**src/rtl/ata_mdma_pkg.sv**
```systemverilog
package ata_mdma_pkg;
    localparam int NCNT   = 7;
    localparam int CI_TM  = 0;
    localparam int CI_TD  = 1;
    localparam int CI_TK  = 2;
    localparam int CI_TH  = 3;
    localparam int CI_T0  = 4;
    localparam int CI_TJ  = 5;
    localparam int CI_TN  = 6;

    typedef enum logic [2:0] {
        S_IDLE,
        S_ARM,
        S_SETUP,
        S_LAUNCH,
        S_STROBE,
        S_RECOVER,
        S_TERM
    } seq_state_t;
endpackage

```
**src/rtl/mdma_down_cnt.sv**
```systemverilog
module mdma_down_cnt #(
    parameter int W = 8
) (
    input  logic         clk,
    input  logic         rst_n,
    input  logic         load,
    input  logic [W-1:0] val,
    output logic         expire
);
    logic [W-1:0] cnt_d, cnt_q;
    logic         run_d, run_q;

    assign expire = run_q && (cnt_q <= W'(1));

    always_comb begin
        cnt_d = cnt_q;
        run_d = run_q;
        if (load) begin
            cnt_d = val;
            run_d = 1'b1;
        end else if (run_q) begin
            if (expire) run_d = 1'b0;
            else        cnt_d = cnt_q - W'(1);
        end
    end

    always_ff @(posedge clk) begin
        if (!rst_n) begin
            cnt_q <= '0;
            run_q <= 1'b0;
        end else begin
            cnt_q <= cnt_d;
            run_q <= run_d;
        end
    end
endmodule

```
**src/rtl/mdma_cycle_rule.sv**
```systemverilog
module mdma_cycle_rule #(
    parameter int W = 8
) (
    input  logic         clk,
    input  logic         rst_n,
    input  logic [W-1:0] t0,
    input  logic [W-1:0] td,
    input  logic [W-1:0] tk,
    output logic         err
);
    localparam int SW = W + 1;
    logic err_d, err_q;

    always_comb begin
        err_d = ({1'b0, t0} <= ({1'b0, td} + {1'b0, tk}));
    end

    always_ff @(posedge clk) begin
        if (!rst_n) err_q <= 1'b0;
        else        err_q <= err_d;
    end

    assign err = err_q;

    logic [SW-1:0] unused_w;
    assign unused_w = '0;
endmodule

```
**src/rtl/ata_mdma_seq.sv**
```systemverilog
module ata_mdma_seq
    import ata_mdma_pkg::*;
#(
    parameter int CNT_W  = 8,
    parameter int DATA_W = 16
) (
    input  logic              clk,
    input  logic              rst_n,
    input  logic              start,
    input  logic              dir_write,
    input  logic              dmarq,
    input  logic [CNT_W-1:0]  cfg_tm,
    input  logic [CNT_W-1:0]  cfg_td,
    input  logic [CNT_W-1:0]  cfg_tk,
    input  logic [CNT_W-1:0]  cfg_th,
    input  logic [CNT_W-1:0]  cfg_t0,
    input  logic [CNT_W-1:0]  cfg_tj,
    input  logic [CNT_W-1:0]  cfg_tn,
    input  logic [DATA_W-1:0] dd_in,
    output logic [DATA_W-1:0] dd_out,
    output logic              dd_oe,
    output logic              dior,
    output logic              diow,
    output logic              dmack,
    output logic              cs_en,
    output logic              busy,
    output logic              cfg_err,
    input  logic              rd_fifo_full,
    output logic              rd_push,
    output logic [DATA_W-1:0] rd_data,
    input  logic              wr_fifo_empty,
    output logic              wr_pop,
    input  logic [DATA_W-1:0] wr_data
);
    typedef struct packed {
        seq_state_t        state;
        logic              busy;
        logic              dir;
        logic              dmack;
        logic              strobe;
        logic              tk_done;
        logic              th_done;
        logic              rd_push;
        logic [DATA_W-1:0] rd_data;
        logic [DATA_W-1:0] dd_out;
    } seq_t;

    seq_t             st_d, st_q;
    logic [NCNT-1:0]  ld, ex;
    logic [CNT_W-1:0] cfg_v [NCNT];
    logic             pop_d;
    logic             can_go;
    logic             dir_sel;

    assign cfg_v[CI_TM] = cfg_tm;
    assign cfg_v[CI_TD] = cfg_td;
    assign cfg_v[CI_TK] = cfg_tk;
    assign cfg_v[CI_TH] = cfg_th;
    assign cfg_v[CI_T0] = cfg_t0;
    assign cfg_v[CI_TJ] = cfg_tj;
    assign cfg_v[CI_TN] = cfg_tn;

    for (genvar g = 0; g < NCNT; g++) begin : g_cnt
        mdma_down_cnt #(.W(CNT_W)) cnt_i (
            .clk    (clk),
            .rst_n  (rst_n),
            .load   (ld[g]),
            .val    (cfg_v[g]),
            .expire (ex[g])
        );
    end

    mdma_cycle_rule #(.W(CNT_W)) rule_i (
        .clk   (clk),
        .rst_n (rst_n),
        .t0    (cfg_t0),
        .td    (cfg_td),
        .tk    (cfg_tk),
        .err   (cfg_err)
    );

    // a strobe may start once recovery is over and the FIFO can move a word
    assign can_go = st_q.tk_done &&
                    (st_q.dir ? (st_q.th_done && !wr_fifo_empty) : !rd_fifo_full);

    always_comb begin
        st_d         = st_q;
        st_d.rd_push = 1'b0;
        ld           = '0;
        pop_d        = 1'b0;
        if (ex[CI_TK]) st_d.tk_done = 1'b1;
        if (ex[CI_TH]) st_d.th_done = 1'b1;
        unique case (st_q.state)
            S_IDLE: begin
                if (start) begin
                    st_d.busy    = 1'b1;
                    st_d.dir     = dir_write;
                    st_d.tk_done = 1'b1;
                    st_d.th_done = 1'b1;
                    st_d.state   = S_ARM;
                end
            end
            S_ARM: begin
                if (dmarq) begin
                    ld[CI_TM]  = 1'b1;
                    st_d.state = S_SETUP;
                end
            end
            S_SETUP: begin
                if (ex[CI_TM]) begin
                    st_d.dmack = 1'b1;
                    st_d.state = S_LAUNCH;
                end
            end
            S_LAUNCH: begin
                if (can_go) begin
                    st_d.strobe = 1'b1;
                    ld[CI_TD]   = 1'b1;
                    ld[CI_T0]   = 1'b1;
                    if (st_q.dir) begin
                        pop_d       = 1'b1;
                        st_d.dd_out = wr_data;
                    end
                    st_d.state = S_STROBE;
                end
            end
            S_STROBE: begin
                if (ex[CI_TD]) begin
                    st_d.strobe  = 1'b0;
                    ld[CI_TK]    = 1'b1;
                    ld[CI_TH]    = 1'b1;
                    st_d.tk_done = 1'b0;
                    st_d.th_done = 1'b0;
                    if (!st_q.dir) begin
                        st_d.rd_push = 1'b1;
                        st_d.rd_data = dd_in;
                    end
                    st_d.state = S_RECOVER;
                end
            end
            S_RECOVER: begin
                if (ex[CI_T0]) begin
                    if (dmarq) begin
                        st_d.state = S_LAUNCH;
                    end else begin
                        ld[CI_TJ]  = 1'b1;
                        ld[CI_TN]  = 1'b1;
                        st_d.state = S_TERM;
                    end
                end
            end
            S_TERM: begin
                if (ex[CI_TJ]) st_d.dmack = 1'b0;
                if (ex[CI_TN]) st_d.busy  = 1'b0;
                if (!st_d.dmack && !st_d.busy) st_d.state = S_IDLE;
            end
            default: st_d.state = S_IDLE;
        endcase
    end

    always_ff @(posedge clk) begin
        if (!rst_n) begin
            st_q       <= '0;
            st_q.state <= S_IDLE;
        end else begin
            st_q <= st_d;
        end
    end

    assign dir_sel = st_q.dir;
    assign dior    = st_q.strobe && !st_q.dir;
    assign diow    = st_q.strobe && st_q.dir;
    assign dmack   = st_q.dmack;
    assign busy    = st_q.busy;
    assign cs_en   = !st_q.busy;
    assign dd_oe   = st_q.dmack && st_q.dir;
    assign dd_out  = st_q.dd_out;
    assign rd_push = st_q.rd_push;
    assign rd_data = st_q.rd_data;
    assign wr_pop  = pop_d;
endmodule

```
**config.mk**
```make
export PLATFORM = sky130hd
export DESIGN_NAME = ata_mdma_seq
export DESIGN_NICKNAME = d
export VERILOG_FILES = /design/src/rtl/ata_mdma_pkg.sv /design/src/rtl/mdma_down_cnt.sv /design/src/rtl/mdma_cycle_rule.sv /design/src/rtl/ata_mdma_seq.sv
export SDC_FILE = /design/constraint.sdc
export NUM_CORES = 1
export LEC_CHECK = 0
export BUFFER_PORTS_ARGS = -buffer_cell sky130_fd_sc_hd__buf_2
export CAP_MARGIN = 0
export CORE_MARGIN = 2
export CORE_UTILIZATION = 45
export CTS_CLUSTER_SIZE = 12
export DETAILED_ROUTE_END_ITERATION = 10
export PLACE_DENSITY = 0.68
export SETUP_SLACK_MARGIN = 0.5
export SLEW_MARGIN = 30
export SYNTH_ARGS = -nofsm -noshare
export SYNTH_HDL_FRONTEND = slang
export SYNTH_HIERARCHICAL = 1
export SYNTH_SLANG_ARGS = --single-unit
```
**constraint.sdc**
```tcl
create_clock -name clk -period 5.2 [get_ports clk]
set_clock_uncertainty 0.05 [all_clocks]
set_input_delay 0.52 -clock clk [delete_from_list [all_inputs] [get_ports clk]]
set_output_delay 0.52 -clock clk [all_outputs]
set_load 0.01 [all_outputs]
```
==> impl_metrics.env <==
export IMPL_seq_area_mm2=0.00212
export IMPL_dr_pass1_iters=5
export IMPL_via_per_inst=5.49
export IMPL_fin_tns_setup_ns=0
export IMPL_vias=5596
export IMPL_synth_edf_count=0
export IMPL_synth_ff_type="dfxtp_1"
export IMPL_clkLatencyLatePin_ns=0.34
export IMPL_post_cts_repair_setup_buffers=0
export IMPL_rows=43
export IMPL_avgSynthCellArea_um2=8.62
export IMPL_grt_start_max_net_pins=51
export IMPL_drt_iter0_markers=330
export IMPL_globalRoute_totalOverflow=0
export IMPL_drt_wl_total_um=14700
export IMPL_hpwl_um=11000
export IMPL_path_clk_slew_ns=0.07
export IMPL_fmax_ghz=0.317
export IMPL_rsz0062_at_grt="no"
export IMPL_ys_seq_area_share_pct=33.0
export IMPL_max_slew_margin_pct=52.6
export IMPL_postCtsHoldBufs=0
export IMPL_critPathCapture="g_cnt[2].cnt_i/cnt_q[6]$_SDFFE_PN0P_"
export IMPL_power_switching_uw=463
export IMPL_cts_sinks=106
export IMPL_combPwrFrac_pct=14.1
export IMPL_swShare_pct=26.0
export IMPL_rr_endpoint="g_cnt[2].cnt_i/cnt_q[6]$_SDFFE_PN0P_"
export IMPL_hold_class="in2reg"
export IMPL_r2r_setup_slack_ns=2.04
export IMPL_start_util_pct=46.1
export IMPL_drc=0
export IMPL_ant_nets=0
export IMPL_reg2reg_depth=9
export IMPL_ys_ff_latch=106
export IMPL_leakagePower_nw=3.20
export IMPL_die_w_um=123
export IMPL_ir_drop_v=0.000190
export IMPL_dp_cells=1005
export IMPL_clockBufferDepth=2
export IMPL_synth_area_leaders="dfxtp_1 (33%), ha_1 (5.8%), buf_4 (4.0%)"
export IMPL_layout_nets=962
export IMPL_port_buffers=135
export IMPL_finalSetupViolations=0
export IMPL_netlist_area_mm2=0.00642
export IMPL_crit_path_max_fanout=18
export IMPL_die_area_mm2=0.0152
export IMPL_rr_startpoint="g_cnt[1].cnt_i/run_q$_SDFF_PN0_"
export IMPL_synth_cells=745
export IMPL_crit_type="reg2reg"
export IMPL_dieHeight_um=123
export IMPL_antenna_cells=0
export IMPL_finalNonFillerCells=1020
export IMPL_finalPower_mw=1.78
export IMPL_syn_nets=871
export IMPL_synth_cell_types=58
export IMPL_worstPathRequired_ns=5.36
export IMPL_final_core_util_pct=52.1
export IMPL_yosysTopAreaCell="dfxtp_1"
export IMPL_pwr_share_clk_pct=37.8
export IMPL_cp_end_kind="flop"
export IMPL_internal_power_mw=1.31
export IMPL_postSynth_asyncResetShare_pct=0
export IMPL_cts_tree="built"
export IMPL_min_period_ns=3.16
export IMPL_core_mm2=0.0139
export IMPL_antenna_found_initial=1
export IMPL_cts_repair_resize_count=0
export IMPL_seq_power_share_pct=48.1
export IMPL_cts_root_buf="clkbuf_16"
export IMPL_cts_buffers=9
export IMPL_wl_per_cell_um=14.5
export IMPL_power_density_mw_per_mm2=245
export IMPL_arrival_ns=3.32
export IMPL_maxSlewViolCount=0
export IMPL_fill_cells=1340
export IMPL_period_share_pct=60.7
export IMPL_multi_input_area_mm2=0.00373
export IMPL_grt_pass1_wl_um=23800
export IMPL_drive_gt1_share_pct=25.2
export IMPL_crit_start="g_cnt[1].cnt_i/run_q$_SDFF_PN0_"
export IMPL_ioPinCount=136
export IMPL_hold_viol_final=0
export IMPL_grt_pass1_vias=5019
export IMPL_area_growth_pct=13.1
export IMPL_cts_htree_levels=3
export IMPL_grt_usage_pct=19.5
export IMPL_synth_warnings=6
export IMPL_status="finished clean"
export IMPL_synth_top_area_share_pct=33.0
export IMPL_drv_cap=0
export IMPL_gp_congestion=0.857
export IMPL_worst_setup_path_start_kind="flop"
export IMPL_tightest_slew_ns=0.711
==> per-layer routing <==
metal  up-vias  GRT usage, %  share of wire (%)  wire, µm
li1       2874             -                  -         -
met1      2545          25.6                 47      6920
met2       156          31.8                 46      6790
met3        19          3.27                5.1       758
met4         2          7.60                1.8       272
met5         -             0              0.088        13
==> placed cells by master (no fill, tap or decap), types with 15 or more instances in the layout <==
cell type,instances
mux2i_1,18
o21ai_0,49
or3_2,15
nor2_1,59
nand2_1,47
ha_1,30
a31oi_1,15
dfxtp_1,106
a21oi_1,38
nand3_1,35
inv_1,49
buf_2,135
xnor2_1,22
==> Yosys cell counts, types with 8 or more instances <==
master    number
nor3_1        14
a21oi_1       38
clkbuf_1      12
a31oi_1       15
nand3_1       35
buf_4         34
buf_2         10
o21a_1        10
nand2b_1      11
xnor2_1       22
ha_1          30
nor2_1        59
and3_1        14
o211ai_1       8
inv_1         49
o32ai_1       14
or3_2         15
o21ai_0       49
dfxtp_1      106
mux2i_1       18
nand4_1       11
nand2_1       47
or4_2         14
xor2_1        12
==> metrics by stage <==
stage | hold slack (ns) | setup WS, ns | cell area (µm²)
4_1_cts | 0.343 | 2.04 | 7260
5_1_grt | 0.363 | 1.75 | 7260
3_5_place_dp | 0.395 | 2.00 | 6980
3_3_place_gp | 0.396 | 2.03 | 6980
2_1_floorplan | 0.387 | 2.25 | 6420
6_report | 0.356 | 2.04 | 7260
==> worst max-delay path, cell delays in order (launching register included) <==
cell and delay (ns):
dfxtp_1 0.39, inv_1 0.09, or4_2 0.58, nor3_1 0.39, nand4bb_4 0.23, inv_1 0.48, inv_1 0.32, and3_1 0.26
a21oi_1 0.12, o32ai_1 0.10
==> kinds of logic (layout without fill, tap and decap cells) <==
logic type	count (synthesis)	after routing	share of synthesized area, %
AOI/OAI and AO/OA	181	181	20.9
muxes	18	18	2.80
and+or+nand+nor	266	266	23.5
adders and majority gates	31	31	6.15
buffers and inverters	109	204	8.92
DFF	106	106	33.0
xor gates and xnor gates	34	34	4.63
==> power groups by stage <==
stage          Sequential (mW)  Clock [mW]  Combinational (mW)
2_1_floorplan            0.862           0               0.171
5_1_grt                  0.859       0.726               0.281
6_report                 0.855       0.672               0.250
3_5_place_dp             0.874           0               0.247
3_3_place_gp             0.873           0               0.247
4_1_cts                  0.855       0.699               0.249
==> registers in the layout, summed over array words and instances (netlist names) <==
register / cells
dir_sel: 1
dd_out: 16
g_cnt.cnt_i/cnt_q: 56
g_cnt.cnt_i/run_q: 7
dmack: 1
rule_i/err: 1
st_q: 6
rd_push: 1
busy: 1
rd_data: 16
==> how the worst min path moves through the flow <==
stage | startpoint | to | cells after the start | slack, ns
after floorplan | dd_out[11]$_SDFFE_PN0P_ | dd_out[11]$_SDFFE_PN0P_ | 2 | 0.39
after global placement | dd_out[11]$_SDFFE_PN0P_ | dd_out[11]$_SDFFE_PN0P_ | 2 | 0.40
after detailed placement | dd_out[12]$_SDFFE_PN0P_ | dd_out[12]$_SDFFE_PN0P_ | 2 | 0.40
after CTS | wr_data[12] | dd_out[12]$_SDFFE_PN0P_ | 3 | 0.34
after global routing | cfg_tj[1] | g_cnt[5].cnt_i/cnt_q[1]$_SDFFE_PN0P_ | 3 | 0.36
final | dd_in[13] | rd_data[13]$_SDFFE_PN0P_ | 3 | 0.36
==> final cells by class <==
type / instances / share of cell area (%)
multi-input cells: 530 / 51.4
repair buffers: 140 / 9.82
clock buffers: 10 / 3.15
well taps: 180 / 3.10
inverters: 49 / 2.53
flip-flops and latches: 106 / 29.2
clock inverters: 5 / 0.775
Note: power is estimated with default switching activity, not from simulation.
